`config.mk`:
```
export PLATFORM = sky130hd
export DESIGN_NAME = pport_top
export DESIGN_NICKNAME = d
export VERILOG_FILES = /design/src/rtl/pport_pkg.sv /design/src/rtl/pport_sync.sv /design/src/rtl/pport_regs.sv /design/src/rtl/pport_pinmux.sv /design/src/rtl/pport_top.sv
export SDC_FILE = /design/constraint.sdc
export NUM_CORES = 1
export LEC_CHECK = 0
export BUFFER_PORTS_ARGS = -buffer_cell sky130_fd_sc_hd__buf_4
export CORE_UTILIZATION = 49
export DETAILED_ROUTE_END_ITERATION = 10
export GPL_TIMING_DRIVEN = 0
export PLACE_DENSITY_LB_ADDON = 0.15
export SLEW_MARGIN = 5
export SYNTH_ARGS = -nofsm -noshare
export SYNTH_HDL_FRONTEND = slang
export SYNTH_SLANG_ARGS = --single-unit
```
`constraint.sdc`:
```
create_clock -name clk -period 1.66 [get_ports clk]
set_input_delay 0 -clock clk [delete_from_list [all_inputs] [get_ports clk]]
set_output_delay 0 -clock clk [all_outputs]
set_load 0.01 [all_outputs]
```
`src/rtl/pport_pkg.sv`:
```
package pport_pkg;

    localparam int unsigned OFF_DATA = 0;
    localparam int unsigned OFF_PINS = 1;
    localparam int unsigned OFF_DIR  = 2;

    typedef enum logic [1:0] {
        SEL_DATA,
        SEL_PINS,
        SEL_DIR,
        SEL_NONE
    } pport_sel_e;

    function automatic pport_sel_e pport_decode(input logic [31:0] offs);
        pport_sel_e sel;
        case (offs)
            32'(OFF_DATA): sel = SEL_DATA;
            32'(OFF_PINS): sel = SEL_PINS;
            32'(OFF_DIR):  sel = SEL_DIR;
            default:       sel = SEL_NONE;
        endcase
        return sel;
    endfunction

endpackage

```
`src/rtl/pport_sync.sv`:
```
module pport_sync #(
    parameter int WIDTH  = 6,
    parameter int STAGES = 2
) (
    input  logic             clk,
    input  logic [WIDTH-1:0] async_in,
    output logic [WIDTH-1:0] sync_out
);

    // Stage flops carry no reset: they mirror the pads, not stored state.
    logic [WIDTH-1:0] stage_d [STAGES];
    logic [WIDTH-1:0] stage_q [STAGES];

    for (genvar s = 0; s < STAGES; s++) begin : g_stage
        if (s == 0) begin : g_first
            always_comb stage_d[s] = async_in;
        end else begin : g_next
            always_comb stage_d[s] = stage_q[s-1];
        end

        always_ff @(posedge clk) begin
            stage_q[s] <= stage_d[s];
        end
    end

    assign sync_out = stage_q[STAGES-1];

endmodule

```
`src/rtl/pport_regs.sv`:
```
module pport_regs
    import pport_pkg::*;
#(
    parameter int WIDTH  = 6,
    parameter int ADDR_W = 4,
    parameter int DATA_W = 8
) (
    input  logic              clk,
    input  logic              rst_n,
    input  logic              we,
    input  logic [ADDR_W-1:0] addr,
    input  logic [DATA_W-1:0] wdata,
    output logic [WIDTH-1:0]  data_q,
    output logic [WIDTH-1:0]  dir_q
);

    typedef struct packed {
        logic [WIDTH-1:0] data;
        logic [WIDTH-1:0] dir;
    } regs_t;

    regs_t      st_d, st_q;
    pport_sel_e wsel;

    always_comb begin
        wsel = pport_decode(32'(addr));
        st_d = st_q;
        if (we) begin
            case (wsel)
                SEL_DATA: st_d.data = wdata[WIDTH-1:0];
                SEL_DIR:  st_d.dir  = wdata[WIDTH-1:0];
                default:  ;
            endcase
        end
    end

    always_ff @(posedge clk) begin
        if (!rst_n) begin
            st_q <= '0;
        end else begin
            st_q <= st_d;
        end
    end

    assign data_q = st_q.data;
    assign dir_q  = st_q.dir;


    dir_write_lands_chk: assert property (@(posedge clk) disable iff (!rst_n)
        (we && addr == ADDR_W'(OFF_DIR)) |=> (dir_q == $past(wdata[WIDTH-1:0])));


    dir_upper_bits_dropped_chk: assert property (@(posedge clk) disable iff (!rst_n)
        (we && addr == ADDR_W'(OFF_DIR) && (wdata[DATA_W-1:WIDTH] != '0))
        |=> (dir_q == $past(wdata[WIDTH-1:0])));


    pin_view_write_ignored_chk: assert property (@(posedge clk) disable iff (!rst_n)
        (we && addr == ADDR_W'(OFF_PINS)) |=> ($stable(data_q) && $stable(dir_q)));


    data_write_lands_chk: assert property (@(posedge clk) disable iff (!rst_n)
        (we && addr == ADDR_W'(OFF_DATA)) |=> (data_q == $past(wdata[WIDTH-1:0])));

endmodule

```
`src/rtl/pport_pinmux.sv`:
```
module pport_pinmux #(
    parameter int WIDTH = 6
) (
    input  logic [WIDTH-1:0] pwm_en,
    input  logic [WIDTH-1:0] pwm_wave,
    input  logic [WIDTH-1:0] data,
    input  logic [WIDTH-1:0] dir,
    output logic [WIDTH-1:0] pad_out,
    output logic [WIDTH-1:0] pad_oe
);

    // Per-pin owner: PWM first, port logic second.
    for (genvar i = 0; i < WIDTH; i++) begin : g_pin
        always_comb begin
            if (pwm_en[i]) begin
                pad_oe[i]  = 1'b1;
                pad_out[i] = pwm_wave[i];
            end else begin
                pad_oe[i]  = dir[i];
                pad_out[i] = data[i];
            end
        end
    end

endmodule

```
`src/rtl/pport_top.sv`:
```
module pport_top
    import pport_pkg::*;
#(
    parameter int PINS        = 6,
    parameter int ADDR_W      = 4,
    parameter int DATA_W      = 8,
    parameter int SYNC_STAGES = 2
) (
    input  logic              clk,
    input  logic              rst_n,
    input  logic [ADDR_W-1:0] bus_addr,
    input  logic              bus_we,
    input  logic [DATA_W-1:0] bus_wdata,
    output logic [DATA_W-1:0] bus_rdata,
    input  logic [PINS-1:0]   pwm_en,
    input  logic [PINS-1:0]   pwm_wave,
    input  logic [PINS-1:0]   pad_in,
    output logic [PINS-1:0]   pad_out,
    output logic [PINS-1:0]   pad_oe
);

    logic [PINS-1:0] data_q;
    logic [PINS-1:0] dir_q;
    logic [PINS-1:0] pins_sync;

    pport_regs #(
        .WIDTH  (PINS),
        .ADDR_W (ADDR_W),
        .DATA_W (DATA_W)
    ) u_regs (
        .clk    (clk),
        .rst_n  (rst_n),
        .we     (bus_we),
        .addr   (bus_addr),
        .wdata  (bus_wdata),
        .data_q (data_q),
        .dir_q  (dir_q)
    );

    pport_sync #(
        .WIDTH  (PINS),
        .STAGES (SYNC_STAGES)
    ) u_sync (
        .clk      (clk),
        .async_in (pad_in),
        .sync_out (pins_sync)
    );

    pport_pinmux #(
        .WIDTH (PINS)
    ) u_mux (
        .pwm_en   (pwm_en),
        .pwm_wave (pwm_wave),
        .data     (data_q),
        .dir      (dir_q),
        .pad_out  (pad_out),
        .pad_oe   (pad_oe)
    );

    typedef struct packed {
        logic [DATA_W-1:0] rdata;
    } rd_t;

    rd_t        rd_d, rd_q;
    pport_sel_e rsel;

    always_comb begin
        rsel     = pport_decode(32'(bus_addr));
        rd_d     = '0;
        case (rsel)
            SEL_DATA: rd_d.rdata[PINS-1:0] = (dir_q & data_q) | (~dir_q & pins_sync);
            SEL_PINS: rd_d.rdata[PINS-1:0] = pins_sync;
            SEL_DIR:  rd_d.rdata[PINS-1:0] = dir_q;
            default:  ;
        endcase
    end

    always_ff @(posedge clk) begin
        if (!rst_n) begin
            rd_q <= '0;
        end else begin
            rd_q <= rd_d;
        end
    end

    assign bus_rdata = rd_q.rdata;


    out_bits_read_latched_chk: assert property (@(posedge clk) disable iff (!rst_n)
        (bus_addr == ADDR_W'(OFF_DATA))
        |=> (((bus_rdata[PINS-1:0] ^ $past(data_q)) & $past(dir_q)) == '0));


    unmapped_reads_zero_chk: assert property (@(posedge clk) disable iff (!rst_n)
        (bus_addr > ADDR_W'(OFF_DIR)) |=> (bus_rdata == '0));


    pwm_owns_enable_chk: assert property (@(posedge clk) disable iff (!rst_n)
        ((pad_oe & pwm_en) == pwm_en));


    pwm_owns_value_chk: assert property (@(posedge clk) disable iff (!rst_n)
        (((pad_out ^ pwm_wave) & pwm_en) == '0));

endmodule

```
==> results of run 1 <==
flip-flops by register name, summed over array words and instances (netlist names):
register        cells
bus_rdata           6
u_regs.data_q       6
u_regs.dir_q        6
u_sync.stage_q     12
worst min-delay path, stage by stage:
cell	delay [ns]
buf_4	0.13
nand3_4	0.11
mux2i_1	0.08
metal layers:
metal  vias to the layer above  part of all wire  routed length, microns  track usage
met4                         0            0.0050                      12        0.106
met2                        48              0.52                    1270        0.358
met3                         2             0.075                     181        0.101
met1                       462              0.39                     952        0.220
met5                         -                 0                       0            0
li1                        505                 -                       -            -
what timing repair did:
action	CTS	global route
endpoints found under the hold margin	18	0
gates resized for setup	0	0
hold buffers	12	0
through the flow:
step	hold slack [ns]	instance area (sq um)
5_1_grt	0.0226	1730
4_1_cts	0.0292	1730
2_1_floorplan	0.0277	1170
3_5_place_dp	0.105	1560
3_3_place_gp	0.104	1560
6_report	0.0500	1730
how the worst max path moves through the flow:
| stage | start | end | slack, ns | cells after the start |
|---|---|---|---|---|
| 6_report | u_regs.dir_q[3] | bus_rdata[3] | 0.42 | 3 |
| 5_1_grt | u_regs.dir_q[4] | bus_rdata[4] | 0.35 | 3 |
| 4_1_cts | u_regs.dir_q[1] | bus_rdata[1] | 0.43 | 3 |
| 3_5_place_dp | u_regs.dir_q[4] | bus_rdata[4] | 0.44 | 3 |
| 3_3_place_gp | u_regs.dir_q[5] | bus_rdata[5] | 0.47 | 3 |
| 2_1_floorplan | u_regs.dir_q[0] | bus_rdata[0] | 0.54 | 3 |
cells by family (layout without fill, tap and decap cells):
| logic type | count (synthesis) | in the layout |
|---|---|---|
| other | 1 | 2 |
| muxes | 24 | 24 |
| AOI/OAI and AO/OA | 6 | 6 |
| DFF | 30 | 30 |
| buffers and inverters | 5 | 70 |
| and+or+nand+nor | 39 | 39 |
layout by cell type (no fill, tap or decap):
master,instances
mux2i_1,12
conb_1,2
dlygate4sd3_1,12
clkbuf_4,5
nand3_1,1
nor4_4,1
dfxtp_1,30
or2_2,6
nand3_4,1
buf_4,49
and2b_2,1
clkbuf_8,1
a222oi_1,6
nand2_1,19
clkbuf_2,1
nor2_2,1
nor2b_2,1
buf_6,1
mux2_2,12
nand3_2,1
nor2_1,7
buf_1,1
power breakdown:
group	internal (mW)	leakage, nW	switching, mW	total [mW]
Clock	0.190	0.0302	0.211	0.401
Sequential	0.740	0.247	0.00922	0.749
Combinational	0.124	0.558	0.0755	0.200
cell type report:
cell class / count / share of cell area
timing repair buffer: 59 / 0.273
tap: 28 / 0.0202
buffer: 5 / 0.0202
clock buffer: 6 / 0.0296
multi-input combinational: 71 / 0.309
sequential: 30 / 0.347
==> flow_summary.ini, run 1 <==
[critical_path]
cp_cell_sequence = mux2_2 -> a222oi_1 -> nor2_1
endpoint_kind = flip-flop
worst_ep_arrival_time_ns = 1.44
r2r-start = u_regs.dir_q[3]
crit_path_max_incr_delay_ns = 0.39
cp_max_fo = 4
reg2reg_setup_slack_ns = 0.42
crit_path_top_delay_cell = dfxtp_1
worstReg2RegEnd = bus_rdata[3]
startpoint_type = flip-flop
worst_r2r_path_depth = 3
cp_top_family = flip-flops
cp_num_buf_inv = 0
crit_type = flip-flop to flip-flop
cp.required_ns = 1.86

[die]
dieWidth_microns = 50.8
dieArea_sq_um = 2580
rows = 17
fp.dieH_microns = 50.8
core_area_sq_um = 2230
start_util = 0.523
ios = 53

[sta]
timing.final.hold_violations = 0
skew_ns = 0.00396
fin_ws_ns = 0.421
setup_violations = 0
post-route-min-period_ns = 1.24
fin_crit_sh = 0.746
max_freq_mhz = 807
report.final.slew_viol_count = 0
final.setup.tns_ns = 0
rsz0062_at_grt = false

[grt]
grt_start_max_net_pins = 11
grt_antenna_before_repair = 0
grt_pass1_wl_microns = 3800
grt_usage = 0.213
grt_pass1_vias = 932
grt-ovfl-total = 0

[routing]
vias = 1017
drtIter0Drc = 37
firstDrtPassIters = 4
vias_per_cell = 5.11
wl_microns = 2410
drc = 0
ant_nets = 0
wl_per_cell_microns = 12.1

[min_path]
min_path_cells = 3
hold_path_class = primary input to flip-flop
min_from = bus_we
holdPathEnd = u_regs.dir_q[1]

[clock_network]
cts_tree = done
clock_latency_ns = 0.31
cts_setup_buffers = 0
clk_path_buf_depth = 2
clkTransAtPathRegs_ns = 0.08
cts.sinks = 30
cts_root_buf = clkbuf_4
cts-buffers-inserted = 5
cts_max_level = 2

[synth]
synth_fa_ha_area_frac = 0
ys_warn_count = 0
synth_compound_area_frac = 0.0514
synth_simple_gate_area_frac = 0.182
yosysTopAreaCell = dfxtp_1
muxShareOfSynthArea = 0.219
yosysUniqueCellTypes = 19
postSynthAreaPerCell_sq_um = 11.1
synth_top_flop_cell = dfxtp_1
synthXorXnorAreaFrac = 0
seq_area_frac_synth = 0.514
synth_top_family_by_area = multiplexers
synth_cells = 105
synth.top_cell.area_share = 0.514
ys_ff_latch = 30
synth-async-reset-ratio = 0
synth_edf_count = 0
synth_commonest_cells = dfxtp_1 (30), nand2_1 (19), mux2_2 (12), mux2i_1 (12), nor2_1 (7)
synthesis.area_sq_um = 1170
synth_most_common_cell = dfxtp_1
synth_area_leaders = dfxtp_1 (51%), mux2_2 (12%), mux2i_1 (10%), nand2_1 (6.1%), a222oi_1 (5.1%)

[final_layout]
nets = 205
fillCellCount = 177
seqCellArea_sq_um = 601
stdcell_count = 199
num_antenna_cells = 0
multi_input_area_sq_um = 536
utilization = 0.775
drive_above_1_share = 0.474
area_growth_syn_to_layout_pct = 48.2

[power_and_ir_drop]
vdd_drop_max_uv = 743
power_density_nw_per_um2 = 780
leakage_nw = 0.835
fin_total_pwr_mw = 1.35

[place]
dp_hpwl_microns = 1730
pre_cts_ws_ns = 0.438
portBuffers = 47
gp_congestion = 0.716
dp.cells = 181

[status]
status = finished, final reports clean

[job]
drv_cap = 0
No activity file was read; power rests on OpenSTA's default activity.
==> run 2: changes to the inputs <==
--- a/config.mk
+++ b/config.mk
@@ -6,7 +6,7 @@
 export NUM_CORES = 1
 export LEC_CHECK = 0
 export BUFFER_PORTS_ARGS = -buffer_cell sky130_fd_sc_hd__buf_4
-export CORE_UTILIZATION = 49
+export CORE_UTILIZATION = 45
 export DETAILED_ROUTE_END_ITERATION = 10
 export GPL_TIMING_DRIVEN = 0
 export PLACE_DENSITY_LB_ADDON = 0.15
==> constraint.sdc (replaced) <==
create_clock -name clk -period 1.2 [get_ports clk]
set_input_delay 0 -clock clk [delete_from_list [all_inputs] [get_ports clk]]
set_output_delay 0 -clock clk [all_outputs]
set_load 0.01 [all_outputs]
==> run 2 against run 1 <==
Compared with the run above:
- setup slack worse by 0.40 ns
- first-iteration DRC count is 24% lower
- power is 42% higher
- wire length is 5.5% higher
- clock power is 49% higher
- critical endpoint is now bus_rdata[2]
- critical path type unchanged
- clock-buffer cell count is 1 higher
- highest routed layer unchanged
==> flow_summary.ini, run 2 (same netlist as run 1, synthesis figures left out) <==
[grt]
grt-ovfl-total = 0
grt_antenna_before_repair = 0
grt_start_max_net_pins = 11
grt_pass1_vias = 905
grt_usage = 0.209
grt_pass1_wl_microns = 3900

[final_layout]
nets = 205
final_common_cell = buf_4
fillCellCount = 200
utilization = 0.720
fin_area_sq_um = 1770
area_growth_syn_to_layout_pct = 51.3
final_cell_mix = buf_4 (49), dfxtp_1 (24), nand2_1 (19)
regMostFlops = u_sync.stage_q
stdcell_count = 203
drive_above_1_share = 0.509
largest_reg_flops = 12
num_antenna_cells = 0

[clock_network]
clk_path_buf_depth = 2
cts_setup_buffers = 0
clock_latency_ns = 0.31
cts-buffers-inserted = 5
cts.sinks = 30
cts_tree = done
cts_max_level = 2
clkTransAtPathRegs_ns = 0.09
cts_root_buf = clkbuf_4

[critical_path]
cp_num_buf_inv = 0
endpoint_kind = flip-flop
cp_max_fo = 4
r2r-start = u_regs.dir_q[2]
crit_type = flip-flop to flip-flop
startpoint_type = flip-flop
crit_path_start = u_regs.dir_q[2]
cp.required_ns = 1.40
worst_ep_arrival_time_ns = 1.37
cp_cell_sequence = mux2_2 -> a222oi_1 -> nor2_1
crit_path_max_incr_delay_ns = 0.36
crit_path_top_delay_cell = dfxtp_2
cp_top_family = flip-flops

[place]
gp_congestion = 0.639
dp.cells = 183
place_area_sq_um = 1560
portBuffers = 47

[min_path]
min_from = bus_we
hold_path_class = primary input to flip-flop

[job]
drv_cap = 0

[die]
dieWidth_microns = 52.9
ios = 53
start_util = 0.476
fp.dieH_microns = 52.9
core_area_sq_um = 2450
dieArea_sq_um = 2800
rows = 18

[sta]
post-route-min-period_ns = 1.18
max_freq_mhz = 851
timing.final.hold_violations = 0
rsz0062_at_grt = true
setup_violations = 0
report.final.slew_viol_count = 0
skew_ns = 0.00491
fin_crit_sh = 0.980

[status]
status = finished, final reports clean

[routing]
drtIter0Drc = 28
drc = 0
firstDrtPassIters = 4
wl_per_cell_microns = 12.5
ant_nets = 0
vias_per_cell = 4.91
vias = 997
wl_microns = 2550

[power_and_ir_drop]
leakage_nw = 0.858
vdd_drop_max_uv = 958
power_density_nw_per_um2 = 1080
run 2: cell types whose count changed in the layout (fill, tap and decap cells not counted):
cell      before  now
dfxtp_1       30   24
mux2_2        12    8
dfxtp_4        0    1
clkinv_2       0    1
clkbuf_1       0    1
mux2_4         0    4
dfxtp_2        0    5
run 2: worst paths after layout:
kind / endpoint / slack (ns) / cells past startpoint
max: bus_rdata[2] / 0.02 / 3
min: u_regs.dir_q[3] / 0.04 / 3
max reg2reg: bus_rdata[2] / 0.02 / 3
min reg2reg: u_sync.stage_q[0][8] / 0.33 / 0
run 2: area by class of cell:
type / instances / area (sq um) / area share
flip-flops and latches: 30 / 611 / 0.346
multi-input cells: 71 / 551 / 0.312
repair buffers: 59 / 473 / 0.268
clock buffers: 7 / 55.1 / 0.0312
well taps: 30 / 37.5 / 0.0212
plain buffers: 5 / 35.0 / 0.0198
clock inverters: 1 / 5.00 / 0.00283
run 2: where the power goes:
part | leakage, nW | total (mW) | switching [mW] | internal, mW
Combinational | 0.573 | 0.282 | 0.105 | 0.176
Clock | 0.0353 | 0.597 | 0.314 | 0.284
Sequential | 0.250 | 1.04 | 0.0132 | 1.02
Total | 0.858 | 1.91 | 0.432 | 1.48
run 2: per-stage QoR:
| stage | TNS (ns) | power (mW) | worst slack [ns] | hold slack [ns] |
|---|---|---|---|---|
| global placement | 0 | 1.30 | 0.0100 | 0.104 |
| floorplan | 0 | 1.17 | 0.0754 | 0.0277 |
| CTS | 0 | 1.94 | 0.00126 | 0.0311 |
| detailed placement | -0.0599 | 1.31 | -0.0357 | 0.106 |
| global route | -0.0444 | 2.03 | -0.0244 | 0.0208 |
| finish | 0 | 1.91 | 0.0246 | 0.0423 |
run 2: timing repair:
| action | 4_1_cts | 5_1_grt |
|---|---|---|
| hold buffers | 12 | 0 |
| setup endpoints to repair | 6 | 5 |
| gates cloned | 0 | 0 |
| pin swaps | 1 | 9 |
| hold endpoints to repair | 18 | 0 |
| gates resized for setup | 6 | 5 |
run 2: metal layers:
layer  global-route usage  up-vias  routed length [microns]
li1                     -      500                        -
met1                0.232      451                     1030
met3               0.0948        2                      181
met5                    0        -                        0
met2                0.342       44                     1310
met4               0.0921        0                       20
run 2: worst min-delay path, cell delays in order:
cell	delay (ns)
buf_4	0.13
nand3_4	0.11
mux2i_1	0.08
